**src/rtl/ptxq_pkg.sv**
```systemverilog
package ptxq_pkg;

   localparam int ENTRY_W  = 8;
   localparam int STATUS_W = 32;

   typedef enum logic [1:0] {
      REQ_TOKEN   = 2'b00,
      REQ_ZLP     = 2'b01,
      REQ_RSVD    = 2'b10,
      REQ_CH_STOP = 2'b11
   } req_kind_e;

   typedef struct packed {
      logic      odd_frame;
      logic [3:0] chan;
      req_kind_e kind;
      logic      last;
   } req_entry_t;

   typedef struct packed {
      req_entry_t  head;
      logic [7:0]  free_slots;
      logic [15:0] free_words;
   } ptx_status_t;

endpackage

```
**src/rtl/ptxq_req_fifo.sv**
```systemverilog
module ptxq_req_fifo #(
   parameter int DEPTH = 8,
   parameter int WIDTH = 8
) (
   input  logic             clk,
   input  logic             rst_n,
   input  logic             push,
   input  logic [WIDTH-1:0] din,
   input  logic             pop,
   output logic [WIDTH-1:0] head,
   output logic             head_valid,
   output logic [$clog2(DEPTH+1)-1:0] used,
   output logic             overflow
);
   localparam int CNT_W = $clog2(DEPTH + 1);
   localparam int PTR_W = (DEPTH > 1) ? $clog2(DEPTH) : 1;
   localparam bit POW2  = (DEPTH > 1) && ((DEPTH & (DEPTH - 1)) == 0);
   localparam logic [CNT_W-1:0] FULL_CNT = CNT_W'(DEPTH);

   if (DEPTH < 1) begin : g_bad_depth
      $error("ptxq_req_fifo: DEPTH must be at least 1");
   end
   if (WIDTH < 1) begin : g_bad_width
      $error("ptxq_req_fifo: WIDTH must be at least 1");
   end

   logic [WIDTH-1:0] mem [DEPTH];
   logic [PTR_W-1:0] wr_ptr, rd_ptr, wr_nxt, rd_nxt;
   logic             is_full, is_empty, do_push, do_pop;

   assign is_full  = (used == FULL_CNT);
   assign is_empty = (used == '0);
   assign do_pop   = pop && !is_empty;
   assign do_push  = push && (!is_full || do_pop);

   // pointer advance: free-running wrap for power-of-two depths
   if (POW2) begin : g_wrap_pow2
      assign wr_nxt = wr_ptr + 1'b1;
      assign rd_nxt = rd_ptr + 1'b1;
   end else begin : g_wrap_cmp
      assign wr_nxt = (wr_ptr == PTR_W'(DEPTH - 1)) ? '0 : wr_ptr + 1'b1;
      assign rd_nxt = (rd_ptr == PTR_W'(DEPTH - 1)) ? '0 : rd_ptr + 1'b1;
   end

   always_ff @(posedge clk) begin
      if (do_push) begin
         mem[wr_ptr] <= din;
      end
   end

   always_ff @(posedge clk) begin
      if (!rst_n) begin
         wr_ptr   <= '0;
         rd_ptr   <= '0;
         used     <= '0;
         overflow <= 1'b0;
      end else begin
         if (do_push) wr_ptr <= wr_nxt;
         if (do_pop)  rd_ptr <= rd_nxt;
         case ({do_push, do_pop})
            2'b10:   used <= used + 1'b1;
            2'b01:   used <= used - 1'b1;
            default: used <= used;
         endcase
         overflow <= push && !do_push;
      end
   end

   assign head_valid = !is_empty;
   assign head       = is_empty ? '0 : mem[rd_ptr];

   // occupancy never exceeds the depth
   p_used_bound_r3: assert property (@(posedge clk) disable iff (!rst_n)
      used <= FULL_CNT);

   // dropped push leaves occupancy and raises the pulse
   p_no_overflow_r4: assert property (@(posedge clk) disable iff (!rst_n)
      (push && !pop && is_full) |=> (overflow && used == FULL_CNT));

   // pop on empty keeps the queue empty
   p_pop_empty_r5: assert property (@(posedge clk) disable iff (!rst_n)
      (pop && !push && is_empty) |=> (used == '0));

   // draining the last entry clears the head
   p_last_pop_r6: assert property (@(posedge clk) disable iff (!rst_n)
      (used == CNT_W'(1) && pop && !push) |=> (!head_valid && head == '0));

   // simultaneous push and pop on full keeps it full without overflow
   p_full_swap_r11: assert property (@(posedge clk) disable iff (!rst_n)
      (push && pop && is_full) |=> (!overflow && used == FULL_CNT));

endmodule

```
**src/rtl/ptxq_word_space.sv**
```systemverilog
module ptxq_word_space #(
   parameter int MAX_WORDS   = 512,
   parameter int RESET_WORDS = 256
) (
   input  logic clk,
   input  logic rst_n,
   input  logic wr_word,
   input  logic rd_word,
   output logic [$clog2(MAX_WORDS+1)-1:0] free_words,
   output logic space_err
);
   localparam int CNT_W = $clog2(MAX_WORDS + 1);
   localparam logic [CNT_W-1:0] TOP  = CNT_W'(MAX_WORDS);
   localparam logic [CNT_W-1:0] INIT = CNT_W'(RESET_WORDS);

   if (MAX_WORDS < 1 || MAX_WORDS > 512) begin : g_bad_max
      $error("ptxq_word_space: MAX_WORDS must be within 1..512");
   end
   if (RESET_WORDS < 0 || RESET_WORDS > MAX_WORDS) begin : g_bad_init
      $error("ptxq_word_space: RESET_WORDS must be within 0..MAX_WORDS");
   end

   logic at_zero, at_top, take, give;

   assign at_zero = (free_words == '0);
   assign at_top  = (free_words == TOP);
   assign take    = wr_word && !rd_word;
   assign give    = rd_word && !wr_word;

   always_ff @(posedge clk) begin
      if (!rst_n) begin
         free_words <= INIT;
         space_err  <= 1'b0;
      end else begin
         if (take && !at_zero)     free_words <= free_words - 1'b1;
         else if (give && !at_top) free_words <= free_words + 1'b1;
         if (take && at_zero)      space_err  <= 1'b1;
      end
   end

   // saturation at zero with error
   p_sat_zero_r9: assert property (@(posedge clk) disable iff (!rst_n)
      (take && at_zero) |=> (free_words == '0 && space_err));

   // error flag is sticky
   p_sticky_err_r9: assert property (@(posedge clk) disable iff (!rst_n)
      space_err |=> space_err);

   // saturation at the depth
   p_sat_top_r10: assert property (@(posedge clk) disable iff (!rst_n)
      (give && at_top) |=> (free_words == TOP));

   // paired strobes leave the count alone
   p_pair_hold_r8: assert property (@(posedge clk) disable iff (!rst_n)
      (wr_word && rd_word) |=> $stable(free_words));

   // count stays inside its range
   p_bound_r8: assert property (@(posedge clk) disable iff (!rst_n)
      free_words <= TOP);

endmodule

```
**src/rtl/ptxq_status_pack.sv**
```systemverilog
module ptxq_status_pack
   import ptxq_pkg::*;
#(
   parameter int SLOT_W = 4,
   parameter int WORD_W = 10
) (
   input  logic [ENTRY_W-1:0]  head,
   input  logic [SLOT_W-1:0]   free_slots,
   input  logic [WORD_W-1:0]   free_words,
   output logic [STATUS_W-1:0] status
);
   if (SLOT_W > 8) begin : g_bad_slot
      $error("ptxq_status_pack: slot count does not fit its 8-bit field");
   end
   if (WORD_W > 16) begin : g_bad_word
      $error("ptxq_status_pack: word count does not fit its 16-bit field");
   end

   ptx_status_t st;

   always_comb begin
      st            = '0;
      st.head       = req_entry_t'(head);
      st.free_slots = 8'(free_slots);
      st.free_words = 16'(free_words);
   end

   assign status = st;

endmodule

```
**src/rtl/ptx_req_queue.sv**
```systemverilog
module ptx_req_queue
   import ptxq_pkg::*;
#(
   parameter int QUEUE_DEPTH = 8,
   parameter int FIFO_WORDS  = 512,
   parameter int FREE_RESET  = 256
) (
   input  logic        clk,
   input  logic        rst_n,
   input  logic        req_push,
   input  logic [7:0]  req_entry,
   input  logic        req_pop,
   output logic [7:0]  head_entry,
   output logic        head_valid,
   output logic        queue_overflow,
   input  logic        word_push,
   input  logic        word_drain,
   output logic        space_error,
   output logic [31:0] status_word
);
   localparam int SLOT_W = $clog2(QUEUE_DEPTH + 1);
   localparam int WORD_W = $clog2(FIFO_WORDS + 1);

   if (QUEUE_DEPTH < 1 || QUEUE_DEPTH > 255) begin : g_bad_q
      $error("ptx_req_queue: QUEUE_DEPTH must be within 1..255");
   end

   logic [SLOT_W-1:0] used, free_slots;
   logic [WORD_W-1:0] free_words;

   ptxq_req_fifo #(.DEPTH(QUEUE_DEPTH), .WIDTH(ENTRY_W)) u_fifo (
      .clk        (clk),
      .rst_n      (rst_n),
      .push       (req_push),
      .din        (req_entry),
      .pop        (req_pop),
      .head       (head_entry),
      .head_valid (head_valid),
      .used       (used),
      .overflow   (queue_overflow)
   );

   assign free_slots = SLOT_W'(QUEUE_DEPTH) - used;

   ptxq_word_space #(.MAX_WORDS(FIFO_WORDS), .RESET_WORDS(FREE_RESET)) u_space (
      .clk        (clk),
      .rst_n      (rst_n),
      .wr_word    (word_push),
      .rd_word    (word_drain),
      .free_words (free_words),
      .space_err  (space_error)
   );

   ptxq_status_pack #(.SLOT_W(SLOT_W), .WORD_W(WORD_W)) u_pack (
      .head       (head_entry),
      .free_slots (free_slots),
      .free_words (free_words),
      .status     (status_word)
   );

   // status fields agree with the separate outputs
   p_pack_head_r7: assert property (@(posedge clk) disable iff (!rst_n)
      status_word[31:24] == head_entry);

   // a queue that reports no free slot still reports a head
   p_full_head_r3: assert property (@(posedge clk) disable iff (!rst_n)
      (status_word[23:16] == 8'd0) |-> head_valid);

endmodule

```
**config.mk**
```make
export PLATFORM = sky130hd
export DESIGN_NAME = ptx_req_queue
export DESIGN_NICKNAME = d
export VERILOG_FILES = /design/src/rtl/ptxq_pkg.sv /design/src/rtl/ptxq_req_fifo.sv /design/src/rtl/ptxq_word_space.sv /design/src/rtl/ptxq_status_pack.sv /design/src/rtl/ptx_req_queue.sv
export SDC_FILE = /design/constraint.sdc
export NUM_CORES = 1
export LEC_CHECK = 0
export ABC_AREA = 0
export ABC_CLOCK_PERIOD_IN_PS = 3600
export BUFFER_PORTS_ARGS = -buffer_cell sky130_fd_sc_hd__buf_2
export CORE_UTILIZATION = 62
export DETAILED_ROUTE_END_ITERATION = 10
export PLACE_DENSITY_LB_ADDON = 0.15
export SLEW_MARGIN = 25
export SYNTH_ARGS = -nofsm -noshare
export SYNTH_HDL_FRONTEND = slang
export SYNTH_HIERARCHICAL = 1
export SYNTH_SLANG_ARGS = --single-unit
```
**constraint.sdc**
```tcl
create_clock -name clk -period 3.6 [get_ports clk]
set_input_delay 0.54 -clock clk [delete_from_list [all_inputs] [get_ports clk]]
set_output_delay 0.54 -clock clk [all_outputs]
set_load 0.01 [all_outputs]
```
==> out/qor.log <==
INFO  place          number_of_input_and_output_port_buffers_inserted=46
INFO  timing         achievable-frequency=0.372GHz
INFO  timing         timing.final.max_slew_violations=0
INFO  setup_path     critical_path_class=flop to flop
INFO  place          post-dp-hpwl=5120µm
INFO  setup_path     worstReg2RegStart=u_fifo/used[0]$_SDFFE_PN0P_
INFO  drt            vias=2,596
INFO  global_route   via_count_of_the_first_global_routing_pass=2,454
INFO  flow_run       max_cap_violations=0
INFO  place          gpl.final_weighted_congestion=0.894
INFO  logic_synthesis yosys-top-cells-area=edfxtp_1, dfxtp_1, mux4_2, buf_4, mux2i_1
INFO  clocking       clk_path_buf_depth=2
INFO  setup_path     cp-end-kind=flop
INFO  drt            drt_first_iter_violations=158
INFO  timing         layout_worst_path_cycle_share=74.7%
INFO  logic_synthesis ys_async_sr_fraction=0%
INFO  clocking       ctsResizeCount=0
INFO  drt            first_pass_iters=4
INFO  run_status     run_status=complete, no violations
INFO  drt            drt-vias-per-instance=5.64
INFO  timing         final.min_clock_period=2690ps
INFO  global_route   gr-usage-all-layers=22.2%
INFO  logic_synthesis avgSynthCellArea=13.1µm²
INFO  die            initial_core_util=64.5%
INFO  worst_hold_path min_delay_path_depth=1
INFO  pwr            power.density_cell_area=662nW/µm²
INFO  worst_hold_path hold_class=primary input to flop
INFO  logic_synthesis synth_area=4380µm²
INFO  global_route   grt_first_pass_wirelength=12,100µm
INFO  global_route   antenna_found_initial=0
INFO  die            core.rowCount=30
INFO  timing         worstMarginPinSlew=900ps
INFO  timing         max_transition_margin=39.8%
INFO  timing         finalHoldViolations=0
INFO  die            die_width=86.0µm
INFO  drt            route.final.wire_length=7700µm
INFO  clocking       cts_root_buf=clkbuf_8
INFO  setup_path     worst_path_max_delay_cell=or3_1
INFO  timing         final-setup-viol-count=0
INFO  setup_path     critPathArrivalTime=2980ps
INFO  timing         clock_skew=6.29ps
INFO  setup_path     crit_top_cell=or3_1
INFO  die            die_area=7400µm²
INFO  clocking       clk_lat_worst_skew=350ps
INFO  clocking       ctsHtreeMaxLevel=3
INFO  drt            drtAntennaViolNets=0
INFO  setup_path     slowest_delay=550ps
INFO  setup_path     ff2ff_path_depth=11
INFO  final_layout   final_layout_size_suffix_gt1_share=28.0%
INFO  pwr            power_leakage=1.69nW
INFO  logic_synthesis synth_flop_cell=edfxtp_1
INFO  timing         setup_total_negative_slack=0ps
INFO  global_route   globalRouteOverflowTotal=0
INFO  clocking       cts_buffers=9
INFO  drt            post-route-drc-count=0
INFO  setup_path     critical_path_required=3890ps
INFO  clocking       clkSinkCount=89
INFO  setup_path     critical_path.startpoint_type=flop
INFO  global_route   grt_start_max_net_pins=17
INFO  timing         grt_setup_unrepaired=no
INFO  worst_hold_path hold_path.startpoint=req_entry[1]
INFO  clocking       hold_buffers=0
INFO  worst_hold_path worstHoldEndpoint=u_fifo/mem[6][1]$_DFFE_PP_
INFO  setup_path     end_of_the_worst_register_to_register_path=u_fifo/used[3]$_SDFFE_PN0P_
INFO  clocking       cts_tree=done
INFO  logic_synthesis yosys_register_bits=89
INFO  setup_path     crit_path_cell_trace=or3_1, nor2_8, inv_4, nand2_4, or2_1, inv_1, ha_1, a21oi_1, nand2_1, or3_1, nand4_1
INFO  logic_synthesis synth_cells=335
INFO  clocking       postCtsSetupRepairBufs=0
INFO  logic_synthesis seq_area_frac_synth=55.3%
INFO  logic_synthesis post_synth_num_cell_types=64
INFO  clocking       clk_transition_reported_paths=90ps
INFO  logic_synthesis synth_area_leader=edfxtp_1
INFO  logic_synthesis synthDominantCellAreaShare=43.9%
INFO  logic_synthesis synth-edff-count=64
INFO  drt            routedWlPerCell=16.7µm
INFO  die            io_pins=57
INFO  die            die_height=86.0µm
INFO  final_layout   area_delta_synth_final=6.29%
INFO  setup_path     critPathMaxFanout=9
INFO  die            floorplan.core_area=6790µm²
INFO  final_layout   layout.nets=381
INFO  logic_synthesis yosys_warnings=6
INFO  final_layout   antenna_cells_inserted=0
INFO  timing         finalHoldWorstSlack=455ps
INFO  pwr            vdd.ir_drop.worst=425µV
INFO  setup_path     flop_to_flop_setup_slack=910ps
how the worst max path moves through the flow:
stage | from | endpoint | slack (ps) | depth (start not counted)
detailed placement | u_fifo/used[0]$_SDFFE_PN0P_ | u_fifo/used[3]$_SDFFE_PN0P_ | 940 | 11
finish | u_fifo/used[0]$_SDFFE_PN0P_ | u_fifo/used[3]$_SDFFE_PN0P_ | 910 | 11
global placement | word_drain | u_space/free_words[9]$_SDFFE_PN0P_ | 1020 | 9
global route | u_fifo/used[0]$_SDFFE_PN0P_ | u_fifo/used[3]$_SDFFE_PN0P_ | 740 | 11
CTS | u_fifo/used[0]$_SDFFE_PN0P_ | u_fifo/used[3]$_SDFFE_PN0P_ | 920 | 11
floorplan | u_fifo/used[0]$_SDFFE_PN0P_ | u_fifo/used[3]$_SDFFE_PN0P_ | 1230 | 12
kinds of logic (layout without fill, tap and decap cells):
| family | after synthesis | in the layout | share of synthesized area (%) |
|---|---|---|---|
| other cells | 1 | 10 | 0.0856 |
| buf+inv | 58 | 78 | 8.80 |
| mux | 30 | 30 | 11.5 |
| flops | 89 | 89 | 55.3 |
| compound gates | 30 | 30 | 5.49 |
| simple gates | 109 | 109 | 14.2 |
| fa+ha+maj | 8 | 8 | 2.46 |
| xor+xnor | 10 | 10 | 2.17 |
per-stage QoR:
| step | util [%] | setup WS [ps] | power, mW | std cells | cell area, µm² |
|---|---|---|---|---|---|
| 2_1_floorplan | - | 1230 | 2.31 | 344 | 4410 |
| 3_3_place_gp | 65.6 | 1020 | 2.41 | 444 | 4460 |
| 3_5_place_dp | 65.6 | 943 | 2.44 | 444 | 4460 |
| 4_1_cts | 68.5 | 915 | 3.12 | 460 | 4650 |
| 5_1_grt | 68.5 | 739 | 3.26 | 460 | 4650 |
| 6_report | 68.5 | 909 | 3.08 | 460 | 4650 |
critical path: cells and delay by family (launching register included):
kind	cells	cell delay [ps]
buffers and inverters	2	150
and+or+nand+nor	7	1600
DFF	1	410
AOI/OAI and AO/OA	1	160
adders and majority gates	1	320
synthesized netlist by cell type, drive strengths merged (9+ instances only):
cell,instances
edfxtp,64
buf,43
nor2,32
dfxtp,25
mux4,16
nand2,15
mux2i,13
nor3,12
inv,11
nand3,11
a21oi,9
registers in the layout (all words and copies together), names as in the netlist, named ones only:
signal	cells
u_fifo/wr_ptr	3
u_space/free_words	10
u_fifo/mem	64
u_fifo/rd_ptr	3
u_fifo/used	4
u_fifo/overflow	1
u_space/space_err	1
where the power goes:
part | total (mW) | switching [mW] | internal, mW
sequential | 1.31 | 0.125 | 1.18
combinational | 1.11 | 0.596 | 0.510
clock | 0.671 | 0.347 | 0.324
placed cells by master, fill, tap and decap left out, types with 7 or more instances in the layout:
master     n
ha_1       7
buf_2     46
nand3_1   10
conb_1    10
dfxtp_1   25
nor2_1    31
nand2_1   14
mux4_2    16
edfxtp_1  64
nand4_1    7
nor3_1    10
clkbuf_8   9
mux2i_1   13
inv_1      8
area by class of cell:
class | count | area, µm²
clock buffers | 10 | 128
clock inverters | 6 | 67.6
fillers | 504 | 2140
inverters | 11 | 43.8
multi-input cells | 197 | 1610
flip-flops and latches | 89 | 2420
well taps | 96 | 120
repair buffers | 51 | 268
metal layers:
| layer | up-vias | track usage, % | part of all wire [%] |
|---|---|---|---|
| li1 | 1248 | - | - |
| met1 | 1260 | 28.2 | 43 |
| met2 | 77 | 37.4 | 51 |
| met3 | 11 | 4.52 | 4.5 |
| met4 | 0 | 8.79 | 1.4 |
| met5 | - | 0 | 0 |
(Power assumes the default switching activity.)
